==> src/rtl/ra_pkg.sv <==
package ra_pkg;
  typedef enum logic [1:0] {
    M_NORMAL   = 2'd0,
    M_RUNAHEAD = 2'd1,
    M_RESTORE  = 2'd2
  } ra_mode_e;
endpackage

==> src/rtl/ra_mode_fsm.sv <==
module ra_mode_fsm
  import ra_pkg::*;
#(
  parameter int IDW = 4
) (
  input  logic           clk,
  input  logic           rst_n,
  input  logic           head_valid,
  input  logic           head_is_load,
  input  logic           head_miss,
  input  logic [IDW-1:0] head_id,
  input  logic           fill_valid,
  input  logic [IDW-1:0] fill_id,
  output ra_mode_e       mode,
  output logic           enter,
  output logic           do_restore
);
  logic [IDW-1:0] wait_id;
  ra_mode_e       mode_nx;
  logic           fill_hit;

  assign enter      = (mode == M_NORMAL) && head_valid && head_is_load && head_miss;
  assign fill_hit   = (mode == M_RUNAHEAD) && fill_valid && (fill_id == wait_id);
  assign do_restore = (mode == M_RESTORE);

  always_comb begin
    mode_nx = mode;
    unique case (mode)
      M_NORMAL:   if (enter) mode_nx = M_RUNAHEAD;
      M_RUNAHEAD: if (fill_hit) mode_nx = M_RESTORE;
      M_RESTORE:  mode_nx = M_NORMAL;
      default:    mode_nx = M_NORMAL;
    endcase
  end

  always_ff @(posedge clk or negedge rst_n) begin
    if (!rst_n) begin
      mode    <= M_NORMAL;
      wait_id <= '0;
    end else begin
      mode <= mode_nx;
      if (enter) wait_id <= head_id;
    end
  end
endmodule

==> src/rtl/ra_ckpt_store.sv <==
module ra_ckpt_store
  import ra_pkg::*;
#(
  parameter int NREG = 8,
  parameter int DW   = 32,
  parameter int PTW  = 6,
  parameter int RASW = 4,
  parameter int BHRW = 12,
  parameter int PCW  = 32,
  localparam int RIW = $clog2(NREG)
) (
  input  logic                clk,
  input  logic                rst_n,
  input  ra_mode_e            mode,
  input  logic                enter,
  input  logic                wb_en,
  input  logic [RIW-1:0]      wb_idx,
  input  logic [DW-1:0]       wb_data,
  input  logic [NREG*PTW-1:0] live_rmap,
  input  logic [RASW-1:0]     live_ras_ptr,
  input  logic [BHRW-1:0]     live_bhr,
  input  logic [PCW-1:0]      head_pc,
  output logic [NREG*DW-1:0]  ck_data,
  output logic [NREG*PTW-1:0] ck_rmap,
  output logic [RASW-1:0]     ck_ras_ptr,
  output logic [BHRW-1:0]     ck_bhr,
  output logic [PCW-1:0]      ck_pc
);
  // Committed shadow: follows every normal-mode write, frozen otherwise.
  for (genvar g = 0; g < NREG; g++) begin : g_shadow
    logic [DW-1:0] sh;
    always_ff @(posedge clk or negedge rst_n) begin
      if (!rst_n) sh <= '0;
      else if (wb_en && (mode == M_NORMAL) && (wb_idx == RIW'(g))) sh <= wb_data;
    end
    assign ck_data[g*DW +: DW] = sh;
  end

  always_ff @(posedge clk or negedge rst_n) begin
    if (!rst_n) begin
      ck_rmap    <= '0;
      ck_ras_ptr <= '0;
      ck_bhr     <= '0;
      ck_pc      <= '0;
    end else if (enter) begin
      ck_rmap    <= live_rmap;
      ck_ras_ptr <= live_ras_ptr;
      ck_bhr     <= live_bhr;
      ck_pc      <= head_pc;
    end
  end
endmodule

==> src/rtl/ra_regfile.sv <==
module ra_regfile
  import ra_pkg::*;
#(
  parameter int NREG = 8,
  parameter int DW   = 32,
  localparam int RIW = $clog2(NREG)
) (
  input  logic               clk,
  input  logic               rst_n,
  input  ra_mode_e           mode,
  input  logic               enter,
  input  logic [RIW-1:0]     enter_dst,
  input  logic               wb_en,
  input  logic [RIW-1:0]     wb_idx,
  input  logic [DW-1:0]      wb_data,
  input  logic               wb_poison,
  input  logic               do_restore,
  input  logic [NREG*DW-1:0] ck_data,
  input  logic [RIW-1:0]     rd_idx,
  output logic [DW-1:0]      rd_data,
  output logic               rd_poison,
  input  logic [RIW-1:0]     opa_idx,
  input  logic [RIW-1:0]     opb_idx,
  output logic               op_poison
);
  logic [DW-1:0]   mem [NREG];
  logic [NREG-1:0] psn;

  always_ff @(posedge clk or negedge rst_n) begin
    if (!rst_n) begin
      for (int i = 0; i < NREG; i++) mem[i] <= '0;
      psn <= '0;
    end else if (do_restore) begin
      for (int i = 0; i < NREG; i++) mem[i] <= ck_data[i*DW +: DW];
      psn <= '0;
    end else begin
      if (wb_en && (mode != M_RESTORE)) begin
        mem[wb_idx] <= wb_data;
        psn[wb_idx] <= (mode == M_RUNAHEAD) && wb_poison;
      end
      if (enter) psn[enter_dst] <= 1'b1;
    end
  end

  assign rd_data   = mem[rd_idx];
  assign rd_poison = psn[rd_idx];
  assign op_poison = psn[opa_idx] | psn[opb_idx];
endmodule

==> src/rtl/ra_mem_gate.sv <==
module ra_mem_gate
  import ra_pkg::*;
#(
  parameter int AW  = 32,
  parameter int DW  = 32,
  parameter int RCN = 4,
  localparam int IW = $clog2(RCN)
) (
  input  logic          clk,
  input  logic          rst_n,
  input  ra_mode_e      mode,
  input  logic          do_restore,
  input  logic          mreq_valid,
  output logic          mreq_ready,
  input  logic          mreq_store,
  input  logic          mreq_poison,
  input  logic [AW-1:0] mreq_addr,
  input  logic [DW-1:0] mreq_wdata,
  output logic          dc_valid,
  input  logic          dc_ready,
  output logic          dc_store,
  output logic [AW-1:0] dc_addr,
  output logic [DW-1:0] dc_wdata,
  output logic          rc_hit,
  output logic [DW-1:0] rc_data
);
  logic [AW-1:0]  rc_tag [RCN];
  logic [DW-1:0]  rc_dat [RCN];
  logic [RCN-1:0] rc_v;
  logic [IW-1:0]  idx;
  logic           hit;
  logic           rc_wr;

  assign idx      = mreq_addr[IW+1:2];
  assign hit      = rc_v[idx] && (rc_tag[idx] == mreq_addr);
  assign dc_addr  = mreq_addr;
  assign dc_wdata = mreq_wdata;
  assign rc_data  = rc_dat[idx];

  always_comb begin
    dc_valid   = 1'b0;
    dc_store   = mreq_store;
    mreq_ready = 1'b0;
    rc_hit     = 1'b0;
    rc_wr      = 1'b0;
    unique case (mode)
      M_NORMAL: begin
        dc_valid   = mreq_valid;
        mreq_ready = dc_ready;
      end
      M_RUNAHEAD: begin
        dc_store = 1'b0;
        if (mreq_poison) begin
          mreq_ready = 1'b1;
        end else if (mreq_store) begin
          mreq_ready = 1'b1;
          rc_wr      = mreq_valid;
        end else if (hit) begin
          mreq_ready = 1'b1;
          rc_hit     = mreq_valid;
        end else begin
          dc_valid   = mreq_valid;
          mreq_ready = dc_ready;
        end
      end
      default: dc_store = 1'b0;
    endcase
  end

  always_ff @(posedge clk or negedge rst_n) begin
    if (!rst_n) begin
      rc_v <= '0;
      for (int i = 0; i < RCN; i++) begin
        rc_tag[i] <= '0;
        rc_dat[i] <= '0;
      end
    end else if (do_restore) begin
      rc_v <= '0;
    end else if (rc_wr) begin
      rc_v[idx]   <= 1'b1;
      rc_tag[idx] <= mreq_addr;
      rc_dat[idx] <= mreq_wdata;
    end
  end
endmodule

==> src/rtl/ra_controller.sv <==
module ra_controller
  import ra_pkg::*;
#(
  parameter int NREG = 8,
  parameter int DW   = 32,
  parameter int PTW  = 6,
  parameter int RASW = 4,
  parameter int BHRW = 12,
  parameter int AW   = 32,
  parameter int IDW  = 4,
  parameter int PCW  = 32,
  parameter int RCN  = 4,
  localparam int RIW = $clog2(NREG)
) (
  input  logic                clk,
  input  logic                rst_n,
  input  logic                head_valid,
  input  logic                head_is_load,
  input  logic                head_miss,
  input  logic [IDW-1:0]      head_id,
  input  logic [PCW-1:0]      head_pc,
  input  logic [RIW-1:0]      head_dst,
  input  logic                fill_valid,
  input  logic [IDW-1:0]      fill_id,
  input  logic [NREG*PTW-1:0] live_rmap,
  input  logic [RASW-1:0]     live_ras_ptr,
  input  logic [BHRW-1:0]     live_bhr,
  input  logic                wb_en,
  input  logic [RIW-1:0]      wb_idx,
  input  logic [DW-1:0]       wb_data,
  input  logic                wb_poison,
  input  logic [RIW-1:0]      rd_idx,
  output logic [DW-1:0]       rd_data,
  output logic                rd_poison,
  input  logic [RIW-1:0]      opa_idx,
  input  logic [RIW-1:0]      opb_idx,
  output logic                op_poison,
  input  logic                mreq_valid,
  output logic                mreq_ready,
  input  logic                mreq_store,
  input  logic                mreq_poison,
  input  logic [AW-1:0]       mreq_addr,
  input  logic [DW-1:0]       mreq_wdata,
  output logic                dc_valid,
  input  logic                dc_ready,
  output logic                dc_store,
  output logic [AW-1:0]       dc_addr,
  output logic [DW-1:0]       dc_wdata,
  output logic                rc_hit,
  output logic [DW-1:0]       rc_data,
  input  logic                br_valid,
  input  logic                br_poison,
  output logic                br_redirect_ok,
  output logic [1:0]          mode_o,
  output logic                flush,
  output logic                restore_valid,
  output logic [NREG*PTW-1:0] restore_rmap,
  output logic [RASW-1:0]     restore_ras_ptr,
  output logic [BHRW-1:0]     restore_bhr,
  output logic [PCW-1:0]      restart_pc
);
  ra_mode_e           mode;
  logic               enter;
  logic               do_restore;
  logic [NREG*DW-1:0] ck_data;

  ra_mode_fsm #(.IDW(IDW)) u_fsm (
    .clk(clk), .rst_n(rst_n),
    .head_valid(head_valid), .head_is_load(head_is_load), .head_miss(head_miss),
    .head_id(head_id), .fill_valid(fill_valid), .fill_id(fill_id),
    .mode(mode), .enter(enter), .do_restore(do_restore)
  );

  ra_ckpt_store #(.NREG(NREG), .DW(DW), .PTW(PTW), .RASW(RASW), .BHRW(BHRW), .PCW(PCW)) u_ckpt (
    .clk(clk), .rst_n(rst_n), .mode(mode), .enter(enter),
    .wb_en(wb_en), .wb_idx(wb_idx), .wb_data(wb_data),
    .live_rmap(live_rmap), .live_ras_ptr(live_ras_ptr), .live_bhr(live_bhr),
    .head_pc(head_pc), .ck_data(ck_data), .ck_rmap(restore_rmap),
    .ck_ras_ptr(restore_ras_ptr), .ck_bhr(restore_bhr), .ck_pc(restart_pc)
  );

  ra_regfile #(.NREG(NREG), .DW(DW)) u_rf (
    .clk(clk), .rst_n(rst_n), .mode(mode), .enter(enter), .enter_dst(head_dst),
    .wb_en(wb_en), .wb_idx(wb_idx), .wb_data(wb_data), .wb_poison(wb_poison),
    .do_restore(do_restore), .ck_data(ck_data),
    .rd_idx(rd_idx), .rd_data(rd_data), .rd_poison(rd_poison),
    .opa_idx(opa_idx), .opb_idx(opb_idx), .op_poison(op_poison)
  );

  ra_mem_gate #(.AW(AW), .DW(DW), .RCN(RCN)) u_mem (
    .clk(clk), .rst_n(rst_n), .mode(mode), .do_restore(do_restore),
    .mreq_valid(mreq_valid), .mreq_ready(mreq_ready), .mreq_store(mreq_store),
    .mreq_poison(mreq_poison), .mreq_addr(mreq_addr), .mreq_wdata(mreq_wdata),
    .dc_valid(dc_valid), .dc_ready(dc_ready), .dc_store(dc_store),
    .dc_addr(dc_addr), .dc_wdata(dc_wdata), .rc_hit(rc_hit), .rc_data(rc_data)
  );

  assign br_redirect_ok = br_valid && !(br_poison && (mode == M_RUNAHEAD));
  assign mode_o         = mode;
  assign flush          = do_restore;
  assign restore_valid  = do_restore;
endmodule

==> config.mk <==
export PLATFORM = sky130hd
export DESIGN_NAME = ra_controller
export DESIGN_NICKNAME = d
export VERILOG_FILES = /design/src/rtl/ra_pkg.sv /design/src/rtl/ra_mode_fsm.sv /design/src/rtl/ra_ckpt_store.sv /design/src/rtl/ra_regfile.sv /design/src/rtl/ra_mem_gate.sv /design/src/rtl/ra_controller.sv
export SDC_FILE = /design/constraint.sdc
export NUM_CORES = 1
export LEC_CHECK = 0
export BUFFER_PORTS_ARGS = -buffer_cell sky130_fd_sc_hd__buf_2
export CAP_MARGIN = 0
export CORE_ASPECT_RATIO = 1.5
export CORE_MARGIN = 4
export CORE_UTILIZATION = 35
export CTS_CLUSTER_DIAMETER = 100
export DETAILED_ROUTE_END_ITERATION = 10
export GPL_TIMING_DRIVEN = 0
export SLEW_MARGIN = 30
export SYNTH_ARGS = -nofsm -noshare
export SYNTH_HDL_FRONTEND = slang
export SYNTH_HIERARCHICAL = 1
export SYNTH_SLANG_ARGS = --single-unit
==> constraint.sdc <==
create_clock -name clk -period 6.75 [get_ports clk]
set_input_delay 1.0125 -clock clk [delete_from_list [all_inputs] [get_ports clk]]
set_output_delay 1.0125 -clock clk [all_outputs]
set_load 0.05 [all_outputs]
# ---- Word level (Yosys, flattened, before mapping)
# Cells that the tools add are included.
# W data, S select, Z words.
dict set report op_classes {
  n_addsub 0
  multipliers 0
  div 0
  n_lt_le_gt_ge 14
  eq_ne 14
  n_shift 0
  mux 58
  bitwise_logic 7
  reduce_logical 31
}
# op n
set ops {}
lappend ops {{$mux W256} 2}
lappend ops {{$bwmux W128} 2}
lappend ops {{$bwmux W256} 1}
lappend ops {{$mux W32} 8}
lappend ops {{$bmux W32 S2} 2}
lappend ops {{$bmux W32 S3} 1}
lappend ops {{$demux W32 S3} 1}
lappend ops {{$demux W32 S2} 1}
lappend ops {{$eq A32 B32 Y1} 1}
lappend ops {{$mux W8} 4}
lappend ops {{$logic_and A1 B1 Y1} 24}
lappend ops {{$mux W1} 21}
lappend ops {{$lt A3 B4 Y1 const B} 5}
lappend ops {{$eq A3 B3 Y1 const B} 4}
lappend ops {{$bmux W1 S3} 3}
lappend ops {{$bwmux W8} 1}
lappend ops {{$ge A4 B4 Y1 const B} 2}
lappend ops {{$mux W4} 2}
lappend ops {{$not A3 Y4} 2}
lappend ops {{$or A8 B8 Y8} 1}
lappend ops {{$demux W1 S3} 2}
lappend ops {{$eq A3 B2 Y1 const B} 2}
lappend ops {{$ge A3 B1 Y1 const B} 2}
lappend ops {{$eq A4 B4 Y1} 1}
lappend ops {{24 further kinds} 29}
dict set report totals {
  ff_bits 882
  latchBits 0
  ramBits 0
  romBits 0
  in_bits 229
  output_inout_bits 235
  elab_cells 156
  mem_count 0
}

# ---- Longest topological paths before layout
dict set report logic_depth {
  ltp_word 10
  ltp_mapped 10
  depth_no_buf 7
}

# ---- Modules after synthesis
# The synthesis kept the hierarchy.
# mod n_inst cells_each area_each_um2 seq_area_each_um2
set by_module_without_submodules {}
lappend by_module_without_submodules {ra_regfile 1 1450 15796.4 6606.3}
lappend by_module_without_submodules {ra_ckpt_store 1 754 13359.1 8808.4}
lappend by_module_without_submodules {ra_mem_gate 1 830 12264.3 6506.2}
lappend by_module_without_submodules {ra_mode_fsm 1 26 322.8 150.1}
lappend by_module_without_submodules {ra_controller 1 3 18.8 0.0}

# ---- Least setup slack after synthesis
# OpenSTA, ideal clock, no wires.
dict set report synth_timing {
  path_type {input -> output}
  startpoint {in mreq_addr[3]}
  endpoint {out mreq_ready}
  arrival_ns 3.933
  required_ns 5.738
  setup_slack_ns 1.804
  stages 8
  path_buffers 2
  path_cell_list {buf_4 buf_4 mux2i_1 o22ai_1 a2111oi_0 a41o_1 or4b_2 o31ai_1}
}
dict set report synth_via {
  elab_chain_len 10
  elab_cells_between_ends 12
  classes_between {eq/ne: 1; mux: 9; bitwise: 1; reduce/logical: 1}
}
# item line
set synth_lines {}
lappend synth_lines {{start, declared} ra_controller.sv:42} ;# input logic [AW-1:0] mreq_addr,
lappend synth_lines {{$not A2 Y3 (implied by the code)} ra_mem_gate.sv:35} ;# assign hit = rc_v[idx] && (rc_tag[idx] == mreq_addr);
lappend synth_lines {{$bmux W32 S2} ra_mem_gate.sv:35}
lappend synth_lines {{$mux W32 (implied by the code) (2 in series)} ra_mem_gate.sv:35}
lappend synth_lines {{$eq A32 B32 Y1} ra_mem_gate.sv:35}
lappend synth_lines {{$logic_and A1 B1 Y1 *} ra_mem_gate.sv:35}
lappend synth_lines {{$mux W1 *} ra_mem_gate.sv:58} ;# end else if (hit) begin
lappend synth_lines {{$mux W1 *} ra_mem_gate.sv:55} ;# end else if (mreq_store) begin
lappend synth_lines {{$mux W1 *} ra_mem_gate.sv:53} ;# if (mreq_poison) begin
lappend synth_lines {{$pmux W1 S2 *} ra_mem_gate.sv:46} ;# unique case (mode)
lappend synth_lines {{end, declared} ra_controller.sv:39} ;# output logic mreq_ready,
# Mark *: on every way between the ends. The rest lies on a longest branch, timed or not. The select of a mux whose other input is x is not followed.

# ---- Worst setup path in the final report
# Ends and elaborated chain as after synthesis.

==> impl_metrics.ini <==
[global_route]
gr-total-overflow = 0
grt_pass1_vias = 32791
antenna_found_initial = 17
top_usage_layer = met2
grt_util_met2_pct = 40.5
grt.met1_usage_pct = 24.8
grt_pass1_wl_microns = 215000
grt.total_usage_pct = 22.8
grt_max_degree = 120
grt_use_met3_pct = 5.66

[detailed_routing]
routed_wirelength_microns = 146000
drc_errors = 0
wire_per_inst_microns = 27.6
dr.first_iter.drc_count = 2465
viasPerCell = 5.77
drt_first_pass_iters = 5
ant_nets = 0
num_vias = 30425

[die]
core_area_sq_um = 119000
die_w_microns = 290
io_pins = 464
start_util_pct = 35.2
die_area_sq_um = 125000
row_count = 155
dieHeight_microns = 431

[synthesis]
syn_area_sq_um = 41800
synth_area_per_cell_sq_um = 13.6
yosysSeqAreaShare_pct = 52.9
synth_edf_count = 0
synthArstFlopShare_pct = 100
synth.distinct_cells = 65
synth-seq-cells = 882
synthCells = 3063
ys.warnings.count = 6
synth_nets = 3292
synth_ff_type = dfrtp_1

[timing]
fin_crit_sh_pct = 71.3
rsz0062_at_grt = no
slew-limit-headroom_pct = 23.4
worstMarginPinSlew_ps = 1150
slew_violations = 0
fmax_mhz = 208
skew_ps = 40.0
finalSetupViolations = 0
tns_ps = 0
period_minus_slack_ps = 4820
hold_viol_final = 0
whs_ps = 201

[placement]
dp.cells = 5101
io_buffers = 458
gp_congestion = 0.901
dp_hpwl_microns = 103000
place_area_sq_um = 46300

[critical_path]
endpoint_kind = output pin
worstPathRequired_ps = 5740
critPathArrivalTime_ps = 3800
critPathMaxFanout = 10
start_kind = primary input
crit_type = in2out

[final_layout]
drive_gt1_share_pct = 41.0
final_cell_area_sq_um = 49500
layout.nets = 3854
final_cell_mix = 881 x dfrtp_1, 564 x mux2_2, 516 x buf_2, 264 x nor2b_1, 258 x nor4_1
final_cells = 5276
final_common_cell = dfrtp_1
area_growth_pct = 18.6

[pwr]
power_frac_comb_pct = 34.4
clkPwrFrac_pct = 24.5
seq_power_share_pct = 41.1
p_per_area_nw_per_um2 = 446
p_sw_share_pct = 34.9
irDropWorstVdd_mv = 0.329
switchingPower_mw = 7.72
internal_power_mw = 14.4
power.leakage_nw = 22.0

[cts]
cts_resized = 0
cts_htree_levels = 3
cts.sinks = 882
cts_inserted_buffers = 92
postCtsSetupBuffers = 0
cts_tree = done
clkLatencyLatePin_ps = 720
root_buffer = clkbuf_16
hold_buffers = 0
cts.path.max_buffers = 3
clkTransAtPathRegs_ps = 60

[hold_path]
hold_class = in2async

[status]
outcome = finished, final reports clean

[flow_run]
maxCapViolations = 0
cells in the mapped netlist, drive strengths merged (9+ instances only):
library cell,count,share of area [%]
dfrtp,882,53
mux2,628,18
nor2b,264,4.0
nor4,258,3.9
a221o,256,6.1
buf,214,3.1
clkbuf,161,1.4
mux4,123,6.7
nand2b,44,0.66
nand2,29,0.26
mux2i,20,0.48
o21ai,19,0.23
xnor2,19,0.40
inv,12,0.11
nand3,12,0.14
nand4,11,0.16
nor2,11,0.099
xor2,10,0.21
o31ai,9,0.16
worst max-delay path, cell delays in order:
cell,delay [ps]
buf_4,190
buf_2,320
buf_2,380
buf_2,420
mux2i_1,230
o21a_1,130
a22oi_1,80
a211oi_1,260
nand4_1,200
o31ai_1,260
buf_2,300
metal layers:
metal	routed length, microns	part of all wire [%]
met4	9060	6.2
met3	11700	8.0
met2	74100	51
met5	145	0.099
met1	50900	35
through the flow:
stage | util (%) | power [mW] | setup WS, ps
6_report | 41.7 | 22.1 | 1930
2_1_floorplan | - | 14.6 | 1800
5_1_grt | 41.7 | 23.2 | 1680
4_1_cts | 41.7 | 22.2 | 1900
3_5_place_dp | 39.0 | 16.7 | 1930
3_3_place_gp | 38.8 | 16.5 | -15160
power by group through the flow:
stage	Clock (mW)	Combinational, mW	Sequential [mW]
6_report	5.41	7.59	9.09
5_1_grt	5.75	8.08	9.35
4_1_cts	5.55	7.63	9.06
3_5_place_dp	0	7.60	9.11
3_3_place_gp	0	7.44	9.07
2_1_floorplan	0	4.86	9.70
kinds of logic after synthesis:
| logic type | synth area share, % |
|---|---|
| AND/OR/NAND/NOR | 9.91 |
| XOR/XNOR | 0.608 |
| AO/OA/AOI/OAI | 7.25 |
| multiplexers | 24.7 |
| buffers and inverters | 4.67 |
| flip-flops | 52.9 |
path summary, 6_finish.rpt:
check                      cells past startpoint        startpoint  slack [ps]                to
setup / recovery                              11      mreq_addr[3]        1930        mreq_ready
max in group asynchronous                      3             rst_n        4950  u_mem/rc_dat[68]
hold / removal                                 1             rst_n         200     u_rf/mem[218]
min in group clk                               1  u_mem/rc_tag[35]         470  u_mem/rc_tag[35]
setup reg to reg                               8     u_fsm/mode[1]        2750  u_mem/rc_tag[22]
hold reg to reg                                1  u_mem/rc_tag[35]         470  u_mem/rc_tag[35]
layout make-up:
type | count | area (sq um)
antenna | 5 | 12.5
buffer | 375 | 1910
clock buffer | 128 | 2650
clock inverter | 42 | 574
fill | 11192 | 69200
inverter | 12 | 45.0
multi-input combinational | 1794 | 17700
sequential | 882 | 22100
tap | 1570 | 1960
timing repair buffer | 468 | 2550
sequential cells by signal, indices dropped and copies added, names as in the netlist, 8 cells and up:
register            cells
u_ckpt/g_shadow.sh    256
u_rf/mem              256
u_mem/rc_dat          128
u_mem/rc_tag          128
u_ckpt/ck_rmap         48
u_ckpt/ck_pc           32
u_ckpt/ck_bhr          12
u_rf/psn                8
Power figures use the tool's default switching activity.
